File: config.mk
export PLATFORM = sky130hd
export DESIGN_NAME = flash_bus_seq
export DESIGN_NICKNAME = d
export VERILOG_FILES = /design/src/rtl/flash_seq_pkg.sv /design/src/rtl/flash_phase_timer.sv /design/src/rtl/flash_strobe_gen.sv /design/src/rtl/flash_bus_seq.sv
export SDC_FILE = /design/constraint.sdc
export NUM_CORES = 1
export LEC_CHECK = 0
export BUFFER_PORTS_ARGS = -buffer_cell sky130_fd_sc_hd__buf_2
export CAP_MARGIN = 10
export CORE_ASPECT_RATIO = 1.5
export CORE_MARGIN = 3
export CORE_UTILIZATION = 49
export DETAILED_ROUTE_END_ITERATION = 16
export PLACE_DENSITY = 0.82
export SETUP_SLACK_MARGIN = 0.4
export SLEW_MARGIN = 10
export SYNTH_ARGS = -nofsm -noshare
export SYNTH_HDL_FRONTEND = slang
export SYNTH_HIERARCHICAL = 1
export SYNTH_SLANG_ARGS = --single-unit
File: constraint.sdc
create_clock -name clk -period 9.9 [get_ports clk]
set_clock_uncertainty 0.15 [all_clocks]
set_input_delay 0.99 -clock clk [delete_from_list [all_inputs] [get_ports clk]]
set_output_delay 0.99 -clock clk [all_outputs]
set_load 0.02 [all_outputs]
File: src/rtl/flash_seq_pkg.sv
package flash_seq_pkg;

  typedef enum logic [2:0] {
    PH_IDLE  = 3'd0,
    PH_RESET = 3'd1,
    PH_ASET  = 3'd2,
    PH_LATCH = 3'd3,
    PH_READ  = 3'd4,
    PH_WLOW  = 3'd5,
    PH_WHOLD = 3'd6,
    PH_RECOV = 3'd7
  } phase_t;

  typedef struct packed {
    logic ce_n;
    logic oe_n;
    logic we_n;
    logic le_n;
    logic dq_oe;
    logic rst_n;
  } pins_t;

  localparam pins_t PINS_STANDBY = '{ce_n: 1'b1, oe_n: 1'b1, we_n: 1'b1,
                                     le_n: 1'b1, dq_oe: 1'b0, rst_n: 1'b1};

  function automatic pins_t pins_for(input phase_t ph);
    pins_t p;
    p = PINS_STANDBY;
    case (ph)
      PH_RESET: p.rst_n = 1'b0;
      PH_ASET:  p.ce_n  = 1'b0;
      PH_LATCH: begin p.ce_n = 1'b0; p.le_n = 1'b0; end
      PH_READ:  begin p.ce_n = 1'b0; p.oe_n = 1'b0; end
      PH_WLOW:  begin p.ce_n = 1'b0; p.we_n = 1'b0; p.dq_oe = 1'b1; end
      PH_WHOLD: begin p.ce_n = 1'b0; p.dq_oe = 1'b1; end
      default:  p = PINS_STANDBY;
    endcase
    return p;
  endfunction

endpackage

File: src/rtl/flash_phase_timer.sv
module flash_phase_timer #(
  parameter int CW = 8
) (
  input  logic          clk,
  input  logic          rst,
  input  logic          load,
  input  logic [CW-1:0] len,
  output logic          done
);
  logic [CW-1:0] cnt_q;

  // a length of zero behaves as one cycle
  always_ff @(posedge clk) begin
    if (rst) begin
      cnt_q <= '0;
    end else if (load) begin
      cnt_q <= (len == '0) ? '0 : len - 1'b1;
    end else if (cnt_q != '0) begin
      cnt_q <= cnt_q - 1'b1;
    end
  end

  assign done = (cnt_q == '0);
endmodule

File: src/rtl/flash_strobe_gen.sv
module flash_strobe_gen
  import flash_seq_pkg::*;
(
  input  logic   clk,
  input  logic   rst,
  input  phase_t ph_nxt,
  output pins_t  pins
);
  pins_t pins_q;

  always_ff @(posedge clk) begin
    if (rst) pins_q <= PINS_STANDBY;
    else     pins_q <= pins_for(ph_nxt);
  end

  assign pins = pins_q;
endmodule

File: src/rtl/flash_bus_seq.sv
module flash_bus_seq
  import flash_seq_pkg::*;
#(
  parameter int AW = 22,
  parameter int DW = 16,
  parameter int CW = 8
) (
  input  logic          clk,
  input  logic          rst,
  input  logic [CW-1:0] cfg_aset,
  input  logic [CW-1:0] cfg_le_low,
  input  logic [CW-1:0] cfg_rd_wait,
  input  logic [CW-1:0] cfg_we_low,
  input  logic [CW-1:0] cfg_wr_hold,
  input  logic [CW-1:0] cfg_recover,
  input  logic [CW-1:0] cfg_rst_len,
  input  logic          rst_req,
  input  logic          req_valid,
  output logic          req_ready,
  input  logic          req_write,
  input  logic [AW-1:0] req_addr,
  input  logic [DW-1:0] req_wdata,
  output logic          rsp_valid,
  output logic [DW-1:0] rsp_rdata,
  output logic [AW-1:0] fl_addr,
  output logic          fl_ce_n,
  output logic          fl_oe_n,
  output logic          fl_we_n,
  output logic          fl_le_n,
  output logic          fl_rst_n,
  output logic [DW-1:0] fl_dq_o,
  output logic          fl_dq_oe,
  input  logic [DW-1:0] fl_dq_i
);
  phase_t        ph_q, ph_nxt;
  logic          is_wr_q;
  logic [AW-1:0] addr_q;
  logic [DW-1:0] wdata_q, rdata_q;
  logic          rsp_q;
  logic          ph_done;
  logic          ph_load;
  logic [CW-1:0] ph_len;
  logic          accept;
  pins_t         pins;

  assign req_ready = (ph_q == PH_IDLE) && !rst_req;
  assign accept    = req_valid && req_ready;

  always_comb begin
    ph_nxt = ph_q;
    case (ph_q)
      PH_IDLE: begin
        if (rst_req)        ph_nxt = PH_RESET;
        else if (req_valid) ph_nxt = PH_ASET;
      end
      PH_RESET: if (ph_done) ph_nxt = PH_IDLE;
      PH_ASET:  if (ph_done) ph_nxt = PH_LATCH;
      PH_LATCH: if (ph_done) ph_nxt = is_wr_q ? PH_WLOW : PH_READ;
      PH_READ:  if (ph_done) ph_nxt = PH_RECOV;
      PH_WLOW:  if (ph_done) ph_nxt = PH_WHOLD;
      PH_WHOLD: if (ph_done) ph_nxt = PH_RECOV;
      PH_RECOV: if (ph_done) ph_nxt = PH_IDLE;
      default:  ph_nxt = PH_IDLE;
    endcase
  end

  always_comb begin
    case (ph_nxt)
      PH_RESET: ph_len = cfg_rst_len;
      PH_ASET:  ph_len = cfg_aset;
      PH_LATCH: ph_len = cfg_le_low;
      PH_READ:  ph_len = cfg_rd_wait;
      PH_WLOW:  ph_len = cfg_we_low;
      PH_WHOLD: ph_len = cfg_wr_hold;
      PH_RECOV: ph_len = cfg_recover;
      default:  ph_len = '0;
    endcase
  end

  assign ph_load = (ph_nxt != ph_q);

  flash_phase_timer #(.CW(CW)) u_timer (
    .clk  (clk),
    .rst  (rst),
    .load (ph_load),
    .len  (ph_len),
    .done (ph_done)
  );

  flash_strobe_gen u_strobe (
    .clk    (clk),
    .rst    (rst),
    .ph_nxt (ph_nxt),
    .pins   (pins)
  );

  always_ff @(posedge clk) begin
    if (rst) begin
      ph_q    <= PH_IDLE;
      is_wr_q <= 1'b0;
      addr_q  <= '0;
      wdata_q <= '0;
      rdata_q <= '0;
      rsp_q   <= 1'b0;
    end else begin
      ph_q  <= ph_nxt;
      rsp_q <= (ph_q == PH_READ) && ph_done;
      if (accept) begin
        is_wr_q <= req_write;
        addr_q  <= req_addr;
        wdata_q <= req_wdata;
      end
      if ((ph_q == PH_READ) && ph_done) rdata_q <= fl_dq_i;
    end
  end

  assign rsp_valid = rsp_q;
  assign rsp_rdata = rdata_q;
  assign fl_addr   = addr_q;
  assign fl_dq_o   = wdata_q;
  assign fl_ce_n   = pins.ce_n;
  assign fl_oe_n   = pins.oe_n;
  assign fl_we_n   = pins.we_n;
  assign fl_le_n   = pins.le_n;
  assign fl_rst_n  = pins.rst_n;
  assign fl_dq_oe  = pins.dq_oe;
endmodule

# ---- Word-level counts from Yosys, hierarchy flattened
# Cells that the tools add are included.
dict set report totals {
  in_bits 115
  out_inout_bits 62
  word_cells 62
  ff_bits 73
}
dict set report op_classes {
  n_reduce_logical 13
  add_sub_neg 2
  n_eq_ne 15
  muxes 19
}
# cell n
set op_table {}
lappend op_table {{8-bit one-hot mux with 7 select lines} 1}
lappend op_table {{3-bit == test (second input constant)} 8}
lappend op_table {{8-bit two-way mux} 3}
lappend op_table {{3-bit two-way mux} 7}
lappend op_table {{3-bit one-hot mux with 6 select lines} 1}
lappend op_table {{8-bit logical NOT} 2}
lappend op_table {{8-bit by 1-bit subtractor with 8-bit output (second input constant)} 2}
lappend op_table {{3-bit by 2-bit == test with 1-bit output (second input constant)} 4}
lappend op_table {{8-bit nonzero test} 1}
lappend op_table {{1-bit two-way mux} 7}
lappend op_table {{3-bit by 1-bit == test with 1-bit output (second input constant)} 2}
lappend op_table {{2-bit OR reduction} 3}
lappend op_table {{5-bit OR reduction} 1}
lappend op_table {{1-bit logical AND} 3}
lappend op_table {{3-bit logical NOT} 1}
lappend op_table {{3-bit inequality test} 1}
lappend op_table {{2-bit nonzero test} 1}
lappend op_table {{1-bit logical NOT} 1}

# ---- Longest topological paths before layout
# Gate-level depths: netlist (run 1).
dict set report logic_depth {
  depth_word 8
  ltp_mapped 17
  ltp_nobuf 16
}

# ---- Cells and area by module
# The synthesis (run 1) kept the hierarchy.
# mod instances cells_per_inst seq_area_each_um2 area_each_um2
set by_module_without_submodules {}
lappend by_module_without_submodules {flash_bus_seq 1 326 1181.1 2653.8}
lappend by_module_without_submodules {flash_phase_timer 1 71 160.2 615.6}
lappend by_module_without_submodules {flash_strobe_gen 1 17 120.1 186.4}

# ---- Worst setup path after synthesis (run 1)
# OpenSTA, ideal clock, no wires.
dict set report synth_path {
  path_type {register to register}
  from {register u_timer.cnt_q[0]}
  to {register u_timer.cnt_q[7]}
  slack_ps 6022
  path_stages_with_launch 16
  period_less_slack_ps 3878
  n_path_buf 1
  setup_time_ps 59
  required_ps 9691
  t_arrival_ps 3669
  path_cell_list {dfxtp_1 -> inv_1 -> ha_1 -> nor3b_1 -> nand2_1 -> inv_1 -> and3_4 -> xnor2_4 -> buf_6 -> mux2_4 -> a222oi_1 -> a21oi_1 -> or4_4 -> or4_1 -> nand3_1 -> o211a_1}
}
dict set report synth_via {
  elab_chain_cells 8
  elab_cells_between_ends 24
  classes_between {2 x add/sub; 8 x eq/ne; 10 x mux; 4 x reduce/logical}
}
# item line_no
set synth_rtl {}
lappend synth_rtl {{start: declaration} flash_phase_timer.sv:10} ;# logic [CW-1:0] cnt_q;
lappend synth_rtl {{start signal: assignment} flash_phase_timer.sv:17} ;# cnt_q <= (len == '0) ? '0 : len - 1'b1;
lappend synth_rtl {{start signal: assignment} flash_phase_timer.sv:19} ;# cnt_q <= cnt_q - 1'b1;
lappend synth_rtl {{8-bit logical NOT *} flash_phase_timer.sv:23} ;# assign done = (cnt_q == '0);
lappend synth_rtl {{via ph_done} flash_bus_seq.sv:40} ;# logic ph_done;
lappend synth_rtl {{3-bit two-way mux (on tied branches)} --}
lappend synth_rtl {{3-bit one-hot mux with 6 select lines *} flash_bus_seq.sv:51} ;# case (ph_q)
lappend synth_rtl {{3-bit == test, or another cell as far along} flash_bus_seq.sv:68} ;# case (ph_nxt)
lappend synth_rtl {{8-bit one-hot mux with 7 select lines *} flash_bus_seq.sv:68}
lappend synth_rtl {{via ph_len[4]} flash_bus_seq.sv:42} ;# logic [CW-1:0] ph_len;
lappend synth_rtl {{8-bit by 1-bit subtractor with 8-bit output or 8-bit logical NOT (tied branches)} flash_phase_timer.sv:17}
lappend synth_rtl {{8-bit two-way mux *} flash_phase_timer.sv:17}
lappend synth_rtl {{8-bit two-way mux *} flash_phase_timer.sv:16} ;# end else if (load) begin
# Mark *: on every way through the listed nets, which the timed path passes. The rest lies on a longest branch. The select of a mux whose other input is x is not followed.
# A chain may end at the register's enable or synchronous reset.

# ---- Worst setup path in the final report (run 1)
# Ends and elaborated chain as after synthesis.

==> run summary, run 1 <==
global-route total usage across every layer: 0.248
buffers from clock root to sink, at most: 2
WL met3: 765 um
total setup buffers inserted after CTS: 0
total gr overflow: 0
clk sinks: 73
largest cells by area after synthesis: dfxtp_1 (42%), nand2_1 (12%), a21oi_1 (9.1%)
Routed WL: 10.0 mm
input/output buffers: 176
post-synthesis average cell area: 8.35 um^2
final setup TNS: 0 ps
Final Slew Violations: 0
DR top layer: met4
Yosys top cell area share: 0.423
Pwr Density: 204 mW/mm^2
final worst slack: 5630 ps
Worst path top cell family by delay: simple AND/OR/NAND/NOR gates
post_cts resized: 0
synthesized flop and latch total: 73
Data arrival, critical path: 4410 ps
die height: 109 um
Async SR Flop Fraction: 0
critical path's slowest cell: or4_4
Initial Utilization: 0.518
Post-Syn Nets: 532
Synth cell types: 59
hold buffers post-CTS: 0
row count: 36
Slew @ Worst Pin: 1000 ps
leakage: 0.00210 uW
required time of the critical path: 10,030 ps
critical path type: flop to flop
Worst-path clk slew: 70 ps
Die Area: 0.00812 mm^2
first-pass GRT wire length: 15.6 mm
most used cell, CP: inv_1
sequential fraction of the synthesis area: 0.423
CP Buf/Inv Count: 2
drt drc: 0
Layout Cells excl Fill: 657
cell area after synthesis: 0.00346 mm^2
mean routed wirelength per cell: 15.3 um
first drt pass iteration count: 4
Root Buffer: clkbuf_8
status: completed
Via Count: 3,662
max_cap viols: 0
largest net degree at the start of global routing: 69
final setup violation count: 0
peak supply drop: 0.000135 V
Post-DRT Antenna Nets: 0
cells after synthesis: 414
Die X: 74.6 um
initial antenna violation count: 0
Min Clock Period, post-route: 4270 ps
Skew-Pair Late Insertion Delay: 340 ps
origin of the critical flop-to-flop path: u_timer/cnt_q[0]
number of diodes: 0
Critical Path Start: u_timer/cnt_q[0]
RSZ-0062 raised after global routing: no
ys flop type: dfxtp_1
CP cell instances: inv_1 -> ha_1 -> nor3b_1 -> nand2_1 -> inv_1 -> and3_4 -> xnor2_4 -> mux2_2 -> a222oi_1 -> a21oi_1 -> or4_4 -> or4_1 -> nand3_1 -> o211a_1
most common cell after layout, fill and taps aside: buf_2
max_slew headroom: 0.328
Layout area overhead: 31.5%
CP max FO: 14
Ports: 177
CP max stage delay: 600 ps
area of the core: 0.00667 mm^2
Place WS: 5700 ps
CP Launch Type: flop
H-tree levels: 3
layout cells sized above 1: 0.380
Post-synth EDFFs: 0
GPL Wtd Cong: 0.884
M1 WL: 3.65 mm
hold_sp: fl_addr[15]
CTS Buf Count: 9
commonest cells after routing, fill and taps aside: buf_2 (176), nand2_1 (114), dfxtp_1 (73)
CP Capture Type: flop
Layout Nets: 695
vias per cell: 5.57
routed length on met2: 5.21 mm
hpwl dp: 7.63 mm
Hold Path Class: flop to flop
top cell type by total area after synthesis: dfxtp_1
final hold violations: 0
1st-iter DRT viols: 242
# placed instances: 642
CTS tree: yes
Tcrit/Tclk final: 0.432
number of global-route vias before repair: 3,617
Ys Warns: 6
FMAX: 234 MHz
area by class of cell:
| cell class | instances | area [um^2] |
|---|---|---|
| multi-input cells | 303 | 1820 |
| repair buffers | 180 | 911 |
| inverters | 10 | 37.5 |
| well taps | 76 | 95.1 |
| clock inverters | 4 | 76.3 |
| flip-flops and latches | 73 | 1460 |
| clock buffers | 11 | 141 |
| fillers | 558 | 2120 |
logic make-up after synthesis:
kind of cell | Yosys count | synth area share
buffers and inverters | 38 | 0.0511
and+or+nand+nor | 163 | 0.214
muxes | 13 | 0.0496
adders and majority gates | 3 | 0.0109
DFF | 73 | 0.423
AOI/OAI and AO/OA | 113 | 0.218
xor gates and xnor gates | 11 | 0.0333
sequential cells by signal (all words and copies together) (netlist names):
name           cells
u_strobe/pins      6
rsp_valid          1
fl_addr           22
is_wr_q            1
fl_dq_o           16
rsp_rdata         16
u_timer/cnt_q      8
ph_q               3
where the power goes:
group          switching, uW  internal (uW)  leakage (uW)
Combinational            190            137       0.00140
Sequential              24.1            322      0.000595
Clock                    107            148      0.000106
synth_stat cells (4+ instances only):
master,n
nand2_1,114
dfxtp_1,73
a21oi_1,63
buf_2,12
clkbuf_1,12
nor2_1,11
inv_1,10
xnor2_1,8
mux2_4,7
o21ai_0,6
a222oi_1,5
mux2_2,5
a221oi_1,4
a31oi_1,4
nand3_1,4
metrics by stage:
| step | hold slack, ps | total power (uW) | cell area, um^2 | util |
|---|---|---|---|---|
| 6_report | 303 | 928 | 4540 | 0.682 |
| 4_1_cts | 304 | 928 | 4540 | 0.682 |
| 3_3_place_gp | 289 | 662 | 4330 | 0.649 |
| 2_1_floorplan | 286 | 585 | 3460 | - |
| 5_1_grt | 321 | 979 | 4540 | 0.682 |
| 3_5_place_dp | 293 | 674 | 4330 | 0.649 |
path summary, 6_finish.rpt:
check                     end  cells after the start  slack (ps)
min reg2reg       fl_addr[15]                      2         300
max reg2reg  u_timer/cnt_q[7]                     14        5630
min               fl_addr[15]                      2         300
max          u_timer/cnt_q[7]                     14        5630
metal layers:
metal | GRT usage | vias up
li1 | - | 1776
met1 | 0.261 | 1674
met3 | 0.0756 | 43
met4 | 0.150 | 0
met5 | 0 | -
met2 | 0.422 | 169
worst reg2reg max path: stages, from the launching register on:
cell,delay [ps]
dfxtp_1,320
inv_1,100
ha_1,220
nor3b_1,380
nand2_1,120
inv_1,250
and3_4,280
xnor2_4,250
mux2_2,400
a222oi_1,200
a21oi_1,200
or4_4,600
or4_1,490
nand3_1,110
o211a_1,140
(Power assumes the default switching activity.)
==> run 2: changes to the inputs <==
--- a/config.mk
+++ b/config.mk
@@ -9,9 +9,9 @@
 export CAP_MARGIN = 10
 export CORE_ASPECT_RATIO = 1.5
 export CORE_MARGIN = 3
-export CORE_UTILIZATION = 49
+export CORE_UTILIZATION = 41
 export DETAILED_ROUTE_END_ITERATION = 16
-export PLACE_DENSITY = 0.82
+export PLACE_DENSITY = 0.73
 export SETUP_SLACK_MARGIN = 0.4
 export SLEW_MARGIN = 10
 export SYNTH_ARGS = -nofsm -noshare
==> constraint.sdc (replaced) <==
create_clock -name clk -period 3.6 [get_ports clk]
set_clock_uncertainty 0.15 [all_clocks]
set_input_delay 0.36 -clock clk [delete_from_list [all_inputs] [get_ports clk]]
set_output_delay 0.36 -clock clk [all_outputs]
set_load 0.02 [all_outputs]
==> run 2 against run 1 <==
The run now ends with setup timing left; largest cell class unchanged; largest power group is now combinational cells; wire length increased by 16%; non-clock buffer count increased by 55; cell count increased by 13%; clock power increased to 3.5 times the previous value.
==> run summary, run 2 (synthesis gave the netlist of run 1 again) <==
# placed instances: 689
hpwl dp: 8.16 mm
GPL Wtd Cong: 0.914
failing checks: setup timing
Ports: 177
initial antenna violation count: 0
drt drc: 0
FMAX: 272 MHz
CTS Buf Count: 9
vias per cell: 5.33
Pwr Density: 623 mW/mm^2
1st-iter DRT viols: 216
final hold slack: 120 ps
design area: 0.00522 mm^2
critical path's slowest cell: or4_4
first-pass GRT wire length: 18.3 mm
CP cell instances: inv_2 -> ha_4 -> nor3b_4 -> nand2_2 -> inv_2 -> and3_4 -> xnor2_4 -> buf_6 -> buf_6 -> mux2_4 -> a222oi_1 -> a21oi_2 -> or4_4 -> or4b_1 -> nand3_1 -> o211a_1
final setup violation count: 6
max_cap viols: 0
area of the core: 0.00811 mm^2
Slew @ Worst Pin: 543 ps
Tcrit/Tclk final: 1.02
Data arrival, critical path: 3790 ps
critical path type: flop to flop
die height: 118 um
Routed WL: 11.7 mm
CTS tree: yes
setup slack, reg-to-reg: -70 ps
mean routed wirelength per cell: 15.7 um
commonest cells after routing, fill and taps aside: buf_2 (176), nand2_1 (113), dfxtp_1 (71)
CP Capture Type: flop
Initial Utilization: 0.426
RSZ-0062 raised after global routing: yes
required time of the critical path: 3720 ps
CP max FO: 5
Die Area: 0.00959 mm^2
buffers from clock root to sink, at most: 2
final setup TNS: -284 ps
Final Power: 3250 uW
global-route total usage across every layer: 0.241
Root Buffer: clkbuf_16
Area after DPL: 0.00453 mm^2
routed length on met2: 6.00 mm
CP max stage delay: 570 ps
Hold Path Class: primary input to flop
Layout area overhead: 51.0%
Via Count: 3,955
max_slew headroom: 0.638
Die X: 81.0 um
total gr overflow: 0
input/output buffers: 176
Skew-Pair Late Insertion Delay: 320 ps
first drt pass iteration count: 5
Fill cells: 684
Post-DRT Antenna Nets: 0
Min Clock Period, post-route: 3670 ps
number of global-route vias before repair: 4,004
CP Launch Type: flop
WL met3: 868 um
final worst slack: -73.2 ps
largest net degree at the start of global routing: 42
Worst-path clk slew: 60 ps
row count: 40
peak supply drop: 0.000423 V
M1 WL: 4.27 mm
Layout Nets: 750
most common cell after layout, fill and taps aside: buf_2
Final Slew Violations: 0
H-tree levels: 3
status: finished with violations
DR top layer: met4
Layout Cells excl Fill: 742
layout cells sized above 1: 0.473
number of flip-flops in the largest register: 22
final hold violations: 0
number of diodes: 0
clk sinks: 73
leakage: 0.00243 uW
run 2: repair_timing:
item	in CTS	in global routing
gates resized for setup	17	9
pin swaps	16	13
setup endpoints to repair	8	8
buffers inserted	31	6
hold buffers	0	0
run 2: final cells by class:
| cell class | count | area (um^2) | area share |
|---|---|---|---|
| clock buffer | 12 | 246 | 0.0472 |
| sequential | 73 | 1460 | 0.281 |
| tap | 105 | 131 | 0.0252 |
| clock inverter | 4 | 51.3 | 0.00983 |
| multi-input combinational | 303 | 1940 | 0.373 |
| timing repair buffer | 235 | 1340 | 0.257 |
| inverter | 10 | 37.5 | 0.00719 |
run 2: worst paths after layout:
path | from | to | cells after the start
min reg2reg | rsp_rdata[0] | rsp_rdata[0] | 2
max reg2reg | u_timer/cnt_q[0] | u_timer/cnt_q[6] | 16
max | u_timer/cnt_q[0] | u_timer/cnt_q[6] | 16
min | req_addr[17] | fl_addr[17] | 3
run 2: power breakdown:
part	switching [uW]	total, uW	internal (uW)
combinational	693	1400	707
sequential	73.2	962	889
clock	330	887	557
total	1100	3250	2150
run 2: critical path: cells and delay by family (launching register included):
| family | cells | cell delay, ps |
|---|---|---|
| and+or+nand+nor | 6 | 1710 |
| AOI/OAI and AO/OA | 3 | 520 |
| buffers and inverters | 4 | 370 |
| DFF | 1 | 320 |
| muxes | 1 | 280 |
| adders and majority gates | 1 | 130 |
| xor gates and xnor gates | 1 | 130 |
run 2: per-layer routing:
| layer | vias up | GRT usage |
|---|---|---|
| met2 | 179 | 0.413 |
| li1 | 1880 | - |
| met5 | - | 0 |
| met1 | 1849 | 0.264 |
| met3 | 47 | 0.0648 |
| met4 | 0 | 0.126 |
run 2: per-stage QoR:
stage,setup slack [ps],utilization
floorplan,-14.2,-
global placement,42.7,0.559
detailed placement,-67.5,0.559
CTS,60.0,0.634
global route,-191,0.644
finish,-73.2,0.644
==> run 3: changes to the inputs <==
--- a/config.mk
+++ b/config.mk
@@ -7,7 +7,6 @@
 export LEC_CHECK = 0
 export BUFFER_PORTS_ARGS = -buffer_cell sky130_fd_sc_hd__buf_2
 export CAP_MARGIN = 10
-export CORE_ASPECT_RATIO = 1.5
 export CORE_MARGIN = 3
 export CORE_UTILIZATION = 41
 export DETAILED_ROUTE_END_ITERATION = 16
==> run 3 against run 2 <==
The run still ends with setup timing left; count of clock-buffer cells in the layout decreased by 2; first-iteration DRC count shrank 29%; highest routed layer unchanged; critical path depth is 2 lower; total power fell by 11%; register-to-register slack improved by 70 ps; combinational power is 16% lower.
==> run summary, run 3 (synthesis gave the netlist of run 1 again) <==
final hold violations: 0
Ports: 177
Layout Cells excl Fill: 719
layout cells sized above 1: 0.449
Post-DRT Antenna Nets: 0
design area: 0.00498 mm^2
Pwr Density: 581 mW/mm^2
Data arrival, critical path: 3680 ps
total gr overflow: 0
Final Power: 2890 uW
CTS Buf Count: 9
Worst-path clk slew: 80 ps
Min Clock Period, post-route: 3610 ps
drt drc: 0
Die X: 97.8 um
mean routed wirelength per cell: 14.7 um
critical path's slowest cell: or4_4
leakage: 0.00232 uW
hpwl dp: 7.80 mm
initial antenna violation count: 0
Register-to-Register Path Depth: 14
final worst slack: -5.16 ps
CP Buf/Inv Count: 3
commonest cells after routing, fill and taps aside: buf_2 (176), nand2_1 (114), dfxtp_1 (70)
RSZ-0062 raised after global routing: yes
peak supply drop: 0.000284 V
origin of the critical flop-to-flop path: u_timer/cnt_q[6]
Area after DPL: 0.00455 mm^2
Die Area: 0.00957 mm^2
max_cap viols: 0
Via Count: 3,696
clk sinks: 73
final setup violation count: 1
number of flip-flops in the largest register: 22
1st-iter DRT viols: 154
Tcrit/Tclk final: 1.00
GPL Wtd Cong: 0.899
status: finished with violations
hold_sp: req_addr[2]
Worst path top cell family by delay: simple AND/OR/NAND/NOR gates
Slew @ Worst Pin: 637 ps
largest net degree at the start of global routing: 43
row count: 32
CP max FO: 6
failing checks: setup timing
Root Buffer: clkbuf_8
Final Slew Violations: 0
most common cell after layout, fill and taps aside: buf_2
CP cell instances: nor4_4 -> nand2_1 -> inv_2 -> and3_4 -> xnor2_4 -> buf_6 -> mux2_4 -> a222oi_1 -> a21oi_1 -> or4_4 -> buf_12 -> o31ai_4 -> o22ai_1 -> and2_1
Skew-Pair Late Insertion Delay: 330 ps
die height: 97.8 um
# placed instances: 689
first-pass GRT wire length: 17.1 mm
CP Launch Type: flop
CP Capture Type: flop
Initial Utilization: 0.434
setup slack, reg-to-reg: -5 ps
max_slew headroom: 0.575
first drt pass iteration count: 4
global-route total usage across every layer: 0.215
FMAX: 277 MHz
CTS tree: yes
critical path type: flop to flop
Hold Path Class: primary input to flop
required time of the critical path: 3670 ps
Routed WL: 10.6 mm
number of global-route vias before repair: 3,680
area of the core: 0.00797 mm^2
Layout Nets: 730
number of diodes: 0
Hold Path Sink: fl_addr[2]
vias per cell: 5.14
Layout area overhead: 44.2%
final hold slack: 103 ps
CP max stage delay: 570 ps
Min-Delay Path Depth: 3
input/output buffers: 176
H-tree levels: 3
R2R Path End: u_timer/cnt_q[4]
buffers from clock root to sink, at most: 2
[run 3: changes by cell type in the layout (fill, tap and decap cells not counted), moves of 2 or more]
| cell | previous run | this run |
|---|---|---|
| buf_6 | 5 | 2 |
| buf_4 | 54 | 36 |
| a221oi_2 | 6 | 4 |
| bufinv_16 | 1 | 3 |
| clkbuf_16 | 9 | 0 |
| clkbuf_8 | 1 | 9 |
[run 3: worst max-delay path by stage]
stage                     start                to  slack [ps]  depth (start not counted)
6_report       u_timer/cnt_q[6]  u_timer/cnt_q[4]          -5                         14
4_1_cts        u_timer/cnt_q[1]  u_timer/cnt_q[6]          40                         15
2_1_floorplan  u_timer/cnt_q[0]  u_timer/cnt_q[7]         -10                         15
3_3_place_gp   u_timer/cnt_q[1]  u_timer/cnt_q[7]           6                         14
5_1_grt        u_timer/cnt_q[1]  u_timer/cnt_q[4]        -140                         16
3_5_place_dp   u_timer/cnt_q[1]  u_timer/cnt_q[6]        -100                         14
[run 3: worst reg2reg max path, stage by stage (launching register included)]
cell and delay (ps):
dfxtp_2 360, nor4_4 330, nand2_1 120, inv_2 80
and3_4 210, xnor2_4 130, buf_6 130, mux2_4 290
a222oi_1 240, a21oi_1 140, or4_4 570, buf_12 150
o31ai_4 290, o22ai_1 140, and2_1 160
[run 3: area by class of cell]
cell class	instances	area, um^2
fill	721	2980
inverter	10	37.5
clock inverter	6	115
multi-input combinational	303	1920
tap	102	128
sequential	73	1470
clock buffer	10	128
timing repair buffer	215	1190
[run 3: stage by stage]
step / worst slack (ps) / setup TNS [ps] / utilization
after floorplan: -14.2 / -19.9 / -
after global placement: 6.46 / 0 / 0.571
after detailed placement: -96.6 / -311 / 0.571
after CTS: 35.1 / 0 / 0.619
after global routing: -142 / -721 / 0.626
final: -5.16 / -5.16 / 0.626
[run 3: report_power, final]
| part | total, uW | switching (uW) | internal, uW |
|---|---|---|---|
| sequential | 957 | 68.4 | 888 |
| clock | 766 | 302 | 464 |
| combinational | 1170 | 598 | 574 |
| total | 2890 | 968 | 1930 |
[run 3: repair_timing]
item,CTS,global route
resized for setup,10,9
setup buffers,12,2
hold buffers,0,0
pin swaps,16,4
gates cloned,0,0
endpoints found under the setup margin,8,8
[run 3: per-layer routing]
layer / vias to the layer above / global-route usage / wire length, um
met4: 0 / 0.0756 / 191
met2: 164 / 0.372 / 5200
met5: - / 0 / 0
li1: 1838 / - / -
met1: 1677 / 0.250 / 4250
met3: 17 / 0.0707 / 951
